### src/rtl/ilk_pkg.sv
package ilk_pkg;

  typedef enum logic [2:0] {
    CL_NOP    = 3'd0,
    CL_LOAD   = 3'd1,
    CL_STORE  = 3'd2,
    CL_IALU   = 3'd3,
    CL_FPALU  = 3'd4,
    CL_BRANCH = 3'd5
  } icls_e;

  typedef enum logic [1:0] {
    USE_ALU    = 2'd0,
    USE_STDATA = 2'd1,
    USE_BRANCH = 2'd2
  } use_e;

  // Required bubbles between producer and consumer.
  localparam int GAP_LD_ALU = 1;
  localparam int GAP_LD_ST  = 0;
  localparam int GAP_FP_ALU = 3;
  localparam int GAP_FP_ST  = 2;
  localparam int GAP_IA_ALU = 0;
  localparam int GAP_IA_ST  = 0;
  localparam int BR_EARLY   = 1;   // branch resolves one stage before an ALU reads
  localparam int GAP_LD_BR  = GAP_LD_ALU + BR_EARLY;
  localparam int GAP_FP_BR  = GAP_FP_ALU + BR_EARLY;
  localparam int GAP_IA_BR  = GAP_IA_ALU + BR_EARLY;

  localparam int GAP_M1 = (GAP_LD_BR > GAP_FP_BR) ? GAP_LD_BR : GAP_FP_BR;
  localparam int GAP_M2 = (GAP_M1 > GAP_IA_BR) ? GAP_M1 : GAP_IA_BR;
  localparam int GAP_M3 = (GAP_M2 > GAP_FP_ALU) ? GAP_M2 : GAP_FP_ALU;
  localparam int HIST_DEPTH = (GAP_M3 < 1) ? 1 : GAP_M3;

  function automatic int need_gap(icls_e p, use_e u);
    int g;
    g = 0;
    case (p)
      CL_LOAD: begin
        case (u)
          USE_STDATA: g = GAP_LD_ST;
          USE_BRANCH: g = GAP_LD_BR;
          default:    g = GAP_LD_ALU;
        endcase
      end
      CL_FPALU: begin
        case (u)
          USE_STDATA: g = GAP_FP_ST;
          USE_BRANCH: g = GAP_FP_BR;
          default:    g = GAP_FP_ALU;
        endcase
      end
      CL_IALU: begin
        case (u)
          USE_STDATA: g = GAP_IA_ST;
          USE_BRANCH: g = GAP_IA_BR;
          default:    g = GAP_IA_ALU;
        endcase
      end
      default: g = 0;
    endcase
    return g;
  endfunction

  function automatic logic writes_reg(icls_e c);
    return (c == CL_LOAD) || (c == CL_IALU) || (c == CL_FPALU);
  endfunction

  // Operand role: A is address/condition/ALU source, B is store data or ALU source.
  function automatic use_e use_for(icls_e c, logic is_b);
    use_e u;
    if (!is_b && c == CL_BRANCH)     u = USE_BRANCH;
    else if (is_b && c == CL_STORE)  u = USE_STDATA;
    else                             u = USE_ALU;
    return u;
  endfunction

endpackage

### src/rtl/ilk_hist.sv
module ilk_hist
  import ilk_pkg::*;
#(
  parameter int REG_W = 6,
  parameter int DEPTH = 4
) (
  input  logic             clk,
  input  logic             rst_n,
  input  logic             push,
  input  icls_e            push_cls,
  input  logic [REG_W-1:0] push_dst,
  output logic             h_vld [DEPTH],
  output icls_e            h_cls [DEPTH],
  output logic [REG_W-1:0] h_dst [DEPTH]
);

  // Stage i holds the producer issued i+1 cycles ago (or a bubble).
  always_ff @(posedge clk or negedge rst_n) begin
    if (!rst_n) begin
      for (int i = 0; i < DEPTH; i++) begin
        h_vld[i] <= 1'b0;
        h_cls[i] <= CL_NOP;
        h_dst[i] <= '0;
      end
    end else begin
      h_vld[0] <= push;
      h_cls[0] <= push_cls;
      h_dst[0] <= push_dst;
      for (int i = 1; i < DEPTH; i++) begin
        h_vld[i] <= h_vld[i-1];
        h_cls[i] <= h_cls[i-1];
        h_dst[i] <= h_dst[i-1];
      end
    end
  end

endmodule

### src/rtl/ilk_opcheck.sv
module ilk_opcheck
  import ilk_pkg::*;
#(
  parameter int REG_W = 6,
  parameter int DEPTH = 4
) (
  input  logic             src_vld,
  input  logic [REG_W-1:0] src,
  input  use_e             use_sel,
  input  logic             h_vld [DEPTH],
  input  icls_e            h_cls [DEPTH],
  input  logic [REG_W-1:0] h_dst [DEPTH],
  output logic             hz
);

  logic [DEPTH-1:0] hit;

  for (genvar i = 0; i < DEPTH; i++) begin : g_cmp
    assign hit[i] = h_vld[i] && (h_dst[i] == src) && (i < need_gap(h_cls[i], use_sel));
  end

  assign hz = src_vld && (src != '0) && (|hit);

endmodule

### src/rtl/ilk_slot.sv
module ilk_slot (
  input  logic clk,
  input  logic rst_n,
  input  logic br_go,
  output logic slot_open
);

  // The cycle after a branch issues is its delay slot, used or not.
  always_ff @(posedge clk or negedge rst_n) begin
    if (!rst_n) slot_open <= 1'b0;
    else        slot_open <= br_go;
  end

endmodule

### src/rtl/issue_interlock.sv
module issue_interlock
  import ilk_pkg::*;
#(
  parameter int REG_W = 6,
  parameter int DEPTH = HIST_DEPTH
) (
  input  logic             clk,
  input  logic             rst_n,
  input  logic             in_valid,
  input  logic [2:0]       in_cls,
  input  logic             in_slot,
  input  logic [REG_W-1:0] src_a,
  input  logic             src_a_vld,
  input  logic [REG_W-1:0] src_b,
  input  logic             src_b_vld,
  input  logic [REG_W-1:0] dst,
  input  logic             dst_vld,
  output logic             stall,
  output logic             issue_ok
);

  localparam int NOPS = 2;

  icls_e            cls;
  logic             h_vld [DEPTH];
  icls_e            h_cls [DEPTH];
  logic [REG_W-1:0] h_dst [DEPTH];

  logic [REG_W-1:0] op_src [NOPS];
  logic             op_vld [NOPS];
  logic [NOPS-1:0]  op_hz;

  // Named events for the checker
  logic hz_a, hz_b, slot_open, slot_block, push, br_go;

  assign cls       = icls_e'(in_cls);
  assign op_src[0] = src_a;
  assign op_vld[0] = src_a_vld;
  assign op_src[1] = src_b;
  assign op_vld[1] = src_b_vld;

  for (genvar k = 0; k < NOPS; k++) begin : g_op
    ilk_opcheck #(.REG_W(REG_W), .DEPTH(DEPTH)) u_chk (
      .src_vld (op_vld[k]),
      .src     (op_src[k]),
      .use_sel (use_for(cls, k == 1)),
      .h_vld   (h_vld),
      .h_cls   (h_cls),
      .h_dst   (h_dst),
      .hz      (op_hz[k])
    );
  end

  assign hz_a       = op_hz[0];
  assign hz_b       = op_hz[1];
  assign slot_block = slot_open && !in_slot;
  assign stall      = in_valid && (hz_a || hz_b || slot_block);
  assign issue_ok   = in_valid && !stall;
  assign push       = issue_ok && dst_vld && writes_reg(cls) && (dst != '0);
  assign br_go      = issue_ok && (cls == CL_BRANCH);

  ilk_hist #(.REG_W(REG_W), .DEPTH(DEPTH)) u_hist (
    .clk      (clk),
    .rst_n    (rst_n),
    .push     (push),
    .push_cls (cls),
    .push_dst (dst),
    .h_vld    (h_vld),
    .h_cls    (h_cls),
    .h_dst    (h_dst)
  );

  ilk_slot u_slot (
    .clk       (clk),
    .rst_n     (rst_n),
    .br_go     (br_go),
    .slot_open (slot_open)
  );

endmodule

### config.mk
export PLATFORM = sky130hd
export DESIGN_NAME = issue_interlock
export DESIGN_NICKNAME = d
export VERILOG_FILES = /design/src/rtl/ilk_pkg.sv /design/src/rtl/ilk_hist.sv /design/src/rtl/ilk_opcheck.sv /design/src/rtl/ilk_slot.sv /design/src/rtl/issue_interlock.sv
export SDC_FILE = /design/constraint.sdc
export NUM_CORES = 1
export LEC_CHECK = 0
export CORE_MARGIN = 2
export CORE_UTILIZATION = 52
export CTS_CLUSTER_DIAMETER = 40
export DETAILED_ROUTE_END_ITERATION = 8
export MAX_ROUTING_LAYER = met4
export PLACE_DENSITY = 0.87
export SETUP_SLACK_MARGIN = 0.4
export SLEW_MARGIN = 20
export SYNTH_ARGS = -nofsm -noshare
export SYNTH_HDL_FRONTEND = slang
export SYNTH_SLANG_ARGS = --single-unit
### constraint.sdc
create_clock -name clk -period 2.3 [get_ports clk]
set_input_delay 0.345 -clock clk [delete_from_list [all_inputs] [get_ports clk]]
set_output_delay 0.345 -clock clk [all_outputs]
set_load 0.02 [all_outputs]
==> flow_summary.ini, run 1 <==
[worst_setup_path]
crit_fanout = 3
cp-end-kind = output pin
crit_chain = clkdlybuf4s15_1 -> or4_4 -> o31ai_4 -> nand2b_4 -> o32ai_2 -> nor4_4 -> buf_4 -> nor2_4 -> buf_6
crit_slowest_cell = or4_4
worstPathRequired_ps = 1960
reg2reg_depth = 7
slowest_delay_ps = 570
cp.arrival_ps = 2190
path_class = primary input to output pin
critPathLaunchType = primary input

[clock_tree]
cts_sinks = 41
cts_buffer_depth = 2
path_clk_slew_ps = 120
htree_levels = 2
cts_made_buffers = 5
tritoncts = yes
clk_latency_ps = 360
cts_root_buf = clkbuf_4

[layout]
syn_to_final_growth_pct = 44.3
post-route-util = 0.778
fin_nets = 240
drive_above_1_share = 0.352
n_antenna_cell = 0
design_area_um2 = 2570

[sta]
fmax_ghz = 0.394
finalHoldViolations = 0
setup_violations = 2
fin_crit_ps = 2540
slew_viol_final = 0
worst_slew_pin_slew_ps = 873
timing.slew.headroom = 0.418
setup_tns_ps = -431
post-route-worst-setup-slack_ps = -236
rsz0062_at_grt = true
period_share = 1.10
skew_ps = 7.76
hold_slack_ps = 86.5

[power_and_ir_drop]
p_sw_frac = 0.255
power_frac_comb = 0.172
seqPwrFrac = 0.546
internal_power_uw = 1070
peakVddDrop_mv = 0.417
power_frac_clock = 0.282
p_total_uw = 1430
pwr_density_cell_nw_per_um2 = 556
p_leak_uw = 0.00111
power_switching_uw = 366

[place]
placed_cell_area_um2 = 2360
place.gp.congestion = 0.966
portBuffers = 29
hpwl_um = 3070

[run_status]
violations = setup timing
status = finished, violations left

[routing]
dr.pass1.iters = 4
post_drt_via_cell_ratio = 5.04
drc = 0
drt-initial-drc-count = 29
num_vias = 1305
ant_nets = 0
routed_wl_um = 4080
detail_route.wl_per_cell_um = 15.7

[logic_synthesis]
synth-simple-area-share = 0.139
ys_types = 32
synth.avg_cell_area_um2 = 12.6
ys_ff_latch = 41
ys_warn_count = 0
synth_nets = 170
synth_area_um2 = 1780
synth-compound-area-share = 0.0491
synth.mux.area_fraction = 0.00561
synth_top_area_share = 0.575
synth_top_family_by_area = XOR/XNOR gates
synth_largest_area_cell = dfrtp_1
synth_area_leaders = dfrtp_1 58%, xor2_1 14%, xnor2_1 6.9%
synthXorXnorAreaFrac = 0.206
netlist_instances = 142
synth-adder-area-share = 0
yosysSeqAreaShare = 0.575

[worst_hold_path]
min_path_type = primary input to async pin

[die]
die_h_um = 62.6
core_area_um2 = 3310
die_width_um = 62.6
pin_count = 30
start_util = 0.539
std_cell_rows = 21
dieArea_um2 = 3920

[grt]
grt_pass1_wl_um = 6760
antenna_found_initial = 0
track_usage = 0.239
grt_start_max_net_pins = 42
grt.overflow.total = 0
grt_pass1_vias = 1476

[job]
max_cap_violations = 0
## power by group through the flow
stage	clock [µW]	combinational, µW	sequential (µW)
6_report	404	246	782
2_1_floorplan	0	91.8	792
5_1_grt	445	268	787
3_3_place_gp	0	215	793
3_5_place_dp	0	222	795
4_1_cts	406	227	781
## metal layers
metal	GRT usage	share of wire	up-vias
li1	-	-	628
met1	0.259	0.39	621
met2	0.403	0.53	42
met3	0.0721	0.048	14
met4	0.111	0.037	0
met5	-	0	-
## timing repair
item                       4_1_cts  5_1_grt
resized for setup               43       14
setup endpoints to repair        4        4
hold buffers                     0        0
pin swaps                       10       11
setup buffers                    3        3
## placed cells by master (no fill, tap or decap), types with 3 or more instances in the layout
cell type,instances
a21oi_1,3
buf_2,4
buf_4,39
buf_6,4
clkbuf_4,5
clkdlybuf4s50_1,16
dfrtp_1,40
dlygate4sd2_1,3
inv_1,3
nand2b_1,3
nand4_1,6
nor2_1,3
nor3_1,4
nor4_2,3
xnor2_1,14
xor2_1,26
## cell families (layout without fill, tap and decap cells)
| logic type | count (synthesis) | in the layout |
|---|---|---|
| AND/OR/NAND/NOR | 38 | 38 |
| buffers and inverters | 9 | 80 |
| AO/OA/AOI/OAI | 11 | 11 |
| flip-flops | 41 | 41 |
| multiplexers | 1 | 1 |
| XOR/XNOR | 42 | 42 |
## critical path: cells and delay by family
family                 cells  cell delay (ps)
AND/OR/NAND/NOR            4             1030
buffers and inverters      3              530
AO/OA/AOI/OAI              2              290
## cells in the mapped netlist
master     n
o21ai_0    2
o32ai_1    1
or4_1      1
nor2_1     4
and2_2     1
o31ai_1    1
xor2_1    28
and4_1     1
nor3_1     5
nor4_1     6
mux2i_1    1
clkbuf_2   1
nand4_1    6
nand2_1    2
buf_6      1
nor4b_1    1
clkbuf_1   2
nor3b_2    1
dfrtp_1   41
or4_4      1
o31ai_4    1
nand4b_1   1
xnor2_1   14
inv_1      3
a2111o_1   1
buf_2      2
a22o_1     1
nor4_2     1
nand2b_1   4
nand3b_1   1
a21oi_1    4
nor3b_1    2
## area by class of cell
class                      count  area (µm²)
sequential                    41        1030
multi-input combinational     92         832
fill                         219         736
timing repair buffer          69         577
clock buffer                   7        65.1
tap                           46        57.6
inverter                       3        11.3
clock inverter                 1        5.00
## per-stage QoR
step / setup WS, ps / std cells
CTS: -252 / 256
floorplan: 56.0 / 142
detailed placement: -986 / 245
global route: -305 / 259
finish: -236 / 259
global placement: -889 / 245
## worst paths after layout
kind	start	endpoint	slack, ps
setup / recovery	src_b[2]	stall	-240
hold / removal	rst_n	u_hist.h_cls[5]	90
setup reg to reg	u_hist.h_dst[15]	u_slot.slot_open	440
hold reg to reg	u_hist.h_cls[7]	u_hist.h_cls[4]	380
max in group asynchronous	rst_n	u_hist.h_dst[9]	1630
min in group clk	in_cls[1]	u_hist.h_cls[10]	310
## registers in the layout, indices dropped and copies added (netlist names)
signal            count
u_slot.slot_open      1
u_hist.h_dst         24
u_hist.h_cls         12
u_hist.h_vld          4
Note: power is estimated with default switching activity, not from simulation.
==> inputs of run 2 (changes only) <==
--- a/config.mk
+++ b/config.mk
@@ -5,7 +5,7 @@
 export SDC_FILE = /design/constraint.sdc
 export NUM_CORES = 1
 export LEC_CHECK = 0
-export CORE_MARGIN = 2
+export CORE_MARGIN = 5
 export CORE_UTILIZATION = 52
 export CTS_CLUSTER_DIAMETER = 40
 export DETAILED_ROUTE_END_ITERATION = 8
==> run 2 against run 1 <==
Against the previous run:
- wire length decreased by 0.27%
- critical path type unchanged
- the flow still finishes with violations (setup timing)
- count of clock-buffer cells in the layout unchanged
- cell area decreased by 3.8%
- critical path depth decreased by 1
==> flow_summary.ini, run 2 (synthesis results as in run 1) <==
[run_status]
status = finished, violations left
violations = setup timing

[routing]
num_vias = 1279
routed_wl_um = 4060
drt-initial-drc-count = 55
post_drt_via_cell_ratio = 5.20
dr.pass1.iters = 4
ant_nets = 0
drc = 0
detail_route.wl_per_cell_um = 16.5

[power_and_ir_drop]
pwr_density_cell_nw_per_um2 = 600
power_switching_uw = 352
power_frac_clock = 0.325
seqPwrFrac = 0.526
peakVddDrop_mv = 0.356
internal_power_uw = 1130
power_frac_comb = 0.149
p_sw_frac = 0.237
p_leak_uw = 0.00108

[die]
pin_count = 30
start_util = 0.535
dieArea_um2 = 4700
std_cell_rows = 21
die_h_um = 68.6
die_width_um = 68.6
core_area_um2 = 3340

[layout]
fin_nets = 227
final_common_cell = dfrtp_1
n_antenna_cell = 0
syn_to_final_growth_pct = 38.9
seq_area_um2 = 1030
multi_input_area_um2 = 813
instances_no_fill = 246
final_cell_mix = 41 x dfrtp_1, 28 x xor2_1, 26 x buf_4
drive_above_1_share = 0.295
largest-register = u_hist.h_dst
top_regs = u_hist.h_dst (24), u_hist.h_cls (12), u_hist.h_vld (4)
design_area_um2 = 2480
fillers = 230
largest_reg_flops = 24

[worst_setup_path]
critPathLaunchType = primary input
crit_fanout = 4
crit_start = src_a[1]
crit_chain = buf_6 -> or4_4 -> o31ai_4 -> nor3_2 -> a22o_1 -> nor4_4 -> and2_4 -> buf_6
path_class = primary input to output pin
worstReg2RegStart = u_hist.h_dst[19]
cp-end-kind = output pin
worstPathRequired_ps = 1960
slowest_delay_ps = 540
cp.arrival_ps = 2160
crit_slowest_cell = or4_4
cp_common_cell = buf_6

[sta]
timing.slew.headroom = 0.425
post-route-worst-setup-slack_ps = -207
finalHoldViolations = 0
rsz0062_at_grt = true
setup_tns_ps = -305
skew_ps = 7.71
fin_crit_ps = 2510
period_share = 1.09
worst_slew_pin_slew_ps = 863
setup_violations = 2
slew_viol_final = 0
fmax_ghz = 0.399

[clock_tree]
cts_buffer_depth = 2
hold_buffers = 0
path_clk_slew_ps = 120
cts_sinks = 41
tritoncts = yes
cts_root_buf = clkbuf_4
clk_latency_ps = 360
cts_made_buffers = 5
htree_levels = 2

[place]
hpwl_um = 2990
placed_cell_area_um2 = 2290
portBuffers = 29
place.gp.congestion = 0.946
place_ws_ps = -1010
placed_cells = 235

[grt]
grt_pass1_wl_um = 6510
grt_start_max_net_pins = 42
grt_pass1_vias = 1393
antenna_found_initial = 0
track_usage = 0.208
grt.overflow.total = 0

[worst_hold_path]
min_path_type = primary input to async pin

[job]
max_cap_violations = 0
==> run 2: cell types whose count changed in the layout (fill, tap and decap cells not counted), sizes merged <==
| cell | change |
|---|---|
| clkbuf | +1 |
| buf | -14 |
| dlymetal6s2s | +2 |
| clkinv | -1 |
| clkdlybuf4s50 | -2 |
| bufinv | +1 |
==> run 2: area by class of cell <==
type	count	area share
Clock buffer	7	0.0222
Clock inverter	1	0.0121
Inverter	3	0.00455
Multi-Input combinational cell	92	0.328
Sequential cell	41	0.414
Tap cell	46	0.0232
Timing Repair Buffer	56	0.195
==> run 2: final timing paths <==
path | endpoint | slack (ps) | cells past startpoint
worst max-delay path | issue_ok | -210 | 8
worst min-delay path | u_hist.h_vld[0] | 80 | 1
worst max register to register | u_slot.slot_open | 590 | 6
worst min register to register | u_hist.h_vld[1] | 380 | 0
max in group asynchronous | u_hist.h_dst[2] | 1670 | 1
min in group clk | u_hist.h_vld[1] | 380 | 0
==> run 2: power by group through the flow <==
stage,clock [µW],sequential [µW],combinational (µW)
after detailed placement,0,796,208
after floorplan,0,792,91.8
final,483,783,222
after global placement,0,793,203
after CTS,491,782,215
after global routing,514,788,239
==> run 2: stage by stage <==
stage	total power (µW)	util	hold WS (ps)
6_report	1490	0.742	78.9
5_1_grt	1540	0.742	171
4_1_cts	1490	0.730	107
3_5_place_dp	1000	0.685	362
3_3_place_gp	996	0.685	351
2_1_floorplan	883	-	49.4
==> run 2: critical path, delay by kind of cell <==
kind,cells,cell delay [ps]
AND/OR/NAND/NOR,4,1180
buffers and inverters,2,200
AO/OA/AOI/OAI,2,450
==> run 2: per-layer routing <==
layer  track usage  wire, µm  up-vias
li1              -         -      603
met1         0.237      1610      626
met2         0.348      2170       41
met3        0.0405       201        9
met4         0.104        90        0
met5             -         0        -
==> run 2: timing repair <==
item                                    in CTS  in global routing
pin swaps                                   10                  6
endpoints found under the setup margin       4                  2
resized for setup                           45                  8
setup buffers                                1                  2
==> inputs of run 3 (changes only) <==
--- a/config.mk
+++ b/config.mk
@@ -5,8 +5,9 @@
 export SDC_FILE = /design/constraint.sdc
 export NUM_CORES = 1
 export LEC_CHECK = 0
+export ABC_AREA = 1
 export CORE_MARGIN = 5
-export CORE_UTILIZATION = 52
+export CORE_UTILIZATION = 53
 export CTS_CLUSTER_DIAMETER = 40
 export DETAILED_ROUTE_END_ITERATION = 8
 export MAX_ROUTING_LAYER = met4
==> run 3 against run 2 <==
Against the previous run:
- the flow now finishes without violations
- clock power rose by 14%
- register-to-register slack improved by 240 ps
- die area rose by 8.1%
- hold slack improved by 84 ps
- combinational power barely moved
- sequential share of layout area fell by 1.5 points
- maximum frequency rose by 21%
- core utilization fell by 4.0 points
- wire length rose by 22%
- largest power group unchanged
==> flow_summary.ini, run 3 <==
[power_and_ir_drop]
p_sw_frac = 0.252
power_frac_comb = 0.141
p_leak_uw = 0.00135
internal_power_uw = 1170
power_switching_uw = 393
peakVddDrop_mv = 0.397
power_frac_clock = 0.353
seqPwrFrac = 0.506
pwr_density_cell_nw_per_um2 = 607

[layout]
syn_to_final_growth_pct = 29.1
top_regs = u_hist.h_dst (24), u_hist.h_cls (12), u_hist.h_vld (4)
instances_no_fill = 362
fin_nets = 342
drive_above_1_share = 0.210
largest-register = u_hist.h_dst
final_cell_mix = 101 x nand2_1, 40 x dfrtp_1, 28 x nor2_1
design_area_um2 = 2570
n_antenna_cell = 0
post-route-util = 0.703
final_common_cell = nand2_1
largest_reg_flops = 24

[worst_setup_path]
worstReg2RegStart = u_hist.h_cls[6]
crit_fanout = 2
cp.arrival_ps = 1730
critPathLaunchType = flop
slowest_delay_ps = 400
reg2reg_depth = 11
r2r_slack_ps = 830
crit_chain = inv_2 -> nand2_2 -> nor2_2 -> nand3_1 -> nor2_1 -> nand2_1 -> nand3_2 -> nand2_2 -> a31oi_1 -> buf_4
path_class = flop to output pin
crit_slowest_cell = dfrtp_1
r2r-end = u_hist.h_vld[3]
worstPathRequired_ps = 1960
cp-end-kind = output pin
cp_common_cell = nand2_2

[sta]
period_share = 0.903
timing.slew.headroom = 0.416
post-route-worst-setup-slack_ps = 223
worst_slew_pin_slew_ps = 876
setup_violations = 0
slew_viol_final = 0
rsz0062_at_grt = true
skew_ps = 6.08
finalHoldViolations = 0
fmax_ghz = 0.481
fin_crit_ps = 2080

[logic_synthesis]
synth_edf_count = 0
synth_area_leaders = dfrtp_1 52%, nand2_1 19%, nor2_1 6.4%
yosysSeqAreaShare = 0.515
synth.avg_cell_area_um2 = 7.57
synth_largest_area_cell = dfrtp_1
synth-main-ff-cell = dfrtp_1
synth_area_um2 = 1990
ys_ff_latch = 41
synth_nets = 291
ys_warn_count = 0
ys_top_cells_by_count = 102 x nand2_1, 41 x dfrtp_1, 34 x nor2_1
ys_types = 23
synth_top_area_share = 0.515
netlist_instances = 263
synth-async-reset-ratio = 1.00
yosysMostFrequentCell = nand2_1

[grt]
grt_start_max_net_pins = 42
grt.overflow.total = 0
grt_pass1_vias = 1767
track_usage = 0.209
grt_pass1_wl_um = 7880
antenna_found_initial = 0

[clock_tree]
cts_root_buf = clkbuf_8
htree_levels = 2
path_clk_slew_ps = 70
tritoncts = yes
cts_made_buffers = 5
cts_buffer_depth = 2
clk_latency_ps = 290
cts_sinks = 41

[place]
hpwl_um = 3770
portBuffers = 29
placed_cell_area_um2 = 2430
place.gp.congestion = 0.988
place_ws_ps = -468
placed_cells = 353

[routing]
post_drt_via_cell_ratio = 5.10
num_vias = 1845
detail_route.wl_per_cell_um = 13.7
dr.pass1.iters = 4
drt-initial-drc-count = 150
ant_nets = 0
routed_wl_um = 4960
drc = 0

[die]
std_cell_rows = 22
die_width_um = 71.3
core_area_um2 = 3660
start_util = 0.544
die_h_um = 71.3
pin_count = 30
dieArea_um2 = 5080

[run_status]
status = complete, no violations

[worst_hold_path]
min_path_type = primary input to async pin

[job]
max_cap_violations = 0
## run 3: what timing repair did
| item | 4_1_cts | 5_1_grt |
|---|---|---|
| hold buffers | 0 | 0 |
| endpoints found under the setup margin | 2 | 2 |
| gates cloned | 0 | 0 |
| gates resized for setup | 37 | 11 |
| buffers inserted | 1 | 1 |
| hold endpoints to repair | 0 | 0 |
| pin swaps | 10 | 6 |
## run 3: kinds of logic (layout without fill, tap and decap cells)
| logic type | Yosys count | after routing | synth area share |
|---|---|---|---|
| AO/OA/AOI/OAI | 10 | 10 | 0.0314 |
| XOR/XNOR | 8 | 8 | 0.0352 |
| flip-flops | 41 | 41 | 0.515 |
| buffers and inverters | 43 | 94 | 0.0810 |
| AND/OR/NAND/NOR | 161 | 161 | 0.337 |
## run 3: metal layers
layer  part of all wire  routed length (µm)  global-route usage  vias up
met4              0.016                  77              0.0668        0
li1                   -                   -                   -      898
met1               0.41                2010               0.252      866
met5                  0                   0                   -        -
met2               0.50                2490               0.346       71
met3              0.076                 376              0.0491       10
## run 3: cell type report
cell class / instances / area [µm²]
tap: 48 / 60.1
timing repair buffer: 44 / 375
fill: 295 / 1090
sequential: 41 / 1030
clock inverter: 2 / 35.0
clock buffer: 5 / 68.8
inverter: 43 / 161
multi-input combinational: 179 / 845
## run 3: worst max-delay path by stage
stage / start / end / slack [ps] / cells past startpoint
2_1_floorplan: u_hist.h_cls[8] / stall / 620 / 6
3_3_place_gp: src_b[4] / stall / -440 / 12
3_5_place_dp: src_a[5] / stall / -470 / 12
4_1_cts: u_hist.h_cls[4] / stall / 240 / 10
5_1_grt: u_hist.h_dst[22] / stall / 110 / 11
6_report: u_hist.h_cls[6] / stall / 220 / 10
## run 3: stage by stage
stage               hold slack [ps]  setup TNS [ps]  power [µW]
floorplan                      49.4               0         893
global placement                357            -814        1010
detailed placement              362            -884        1020
CTS                             188               0        1560
global route                    251               0        1630
finish                          163               0        1560
## run 3: critical path: cells and delay by family (launching register included)
kind | cells | cell delay, ps
AO/OA/AOI/OAI | 1 | 170
buffers and inverters | 2 | 230
AND/OR/NAND/NOR | 7 | 640
flip-flops | 1 | 400
## run 3: power groups by stage
stage / logic (µW) / clock network, µW / registers [µW]
2_1_floorplan: 101 / 0 / 792
3_3_place_gp: 214 / 0 / 799
3_5_place_dp: 218 / 0 / 801
4_1_cts: 217 / 553 / 788
5_1_grt: 247 / 590 / 794
6_report: 220 / 551 / 790
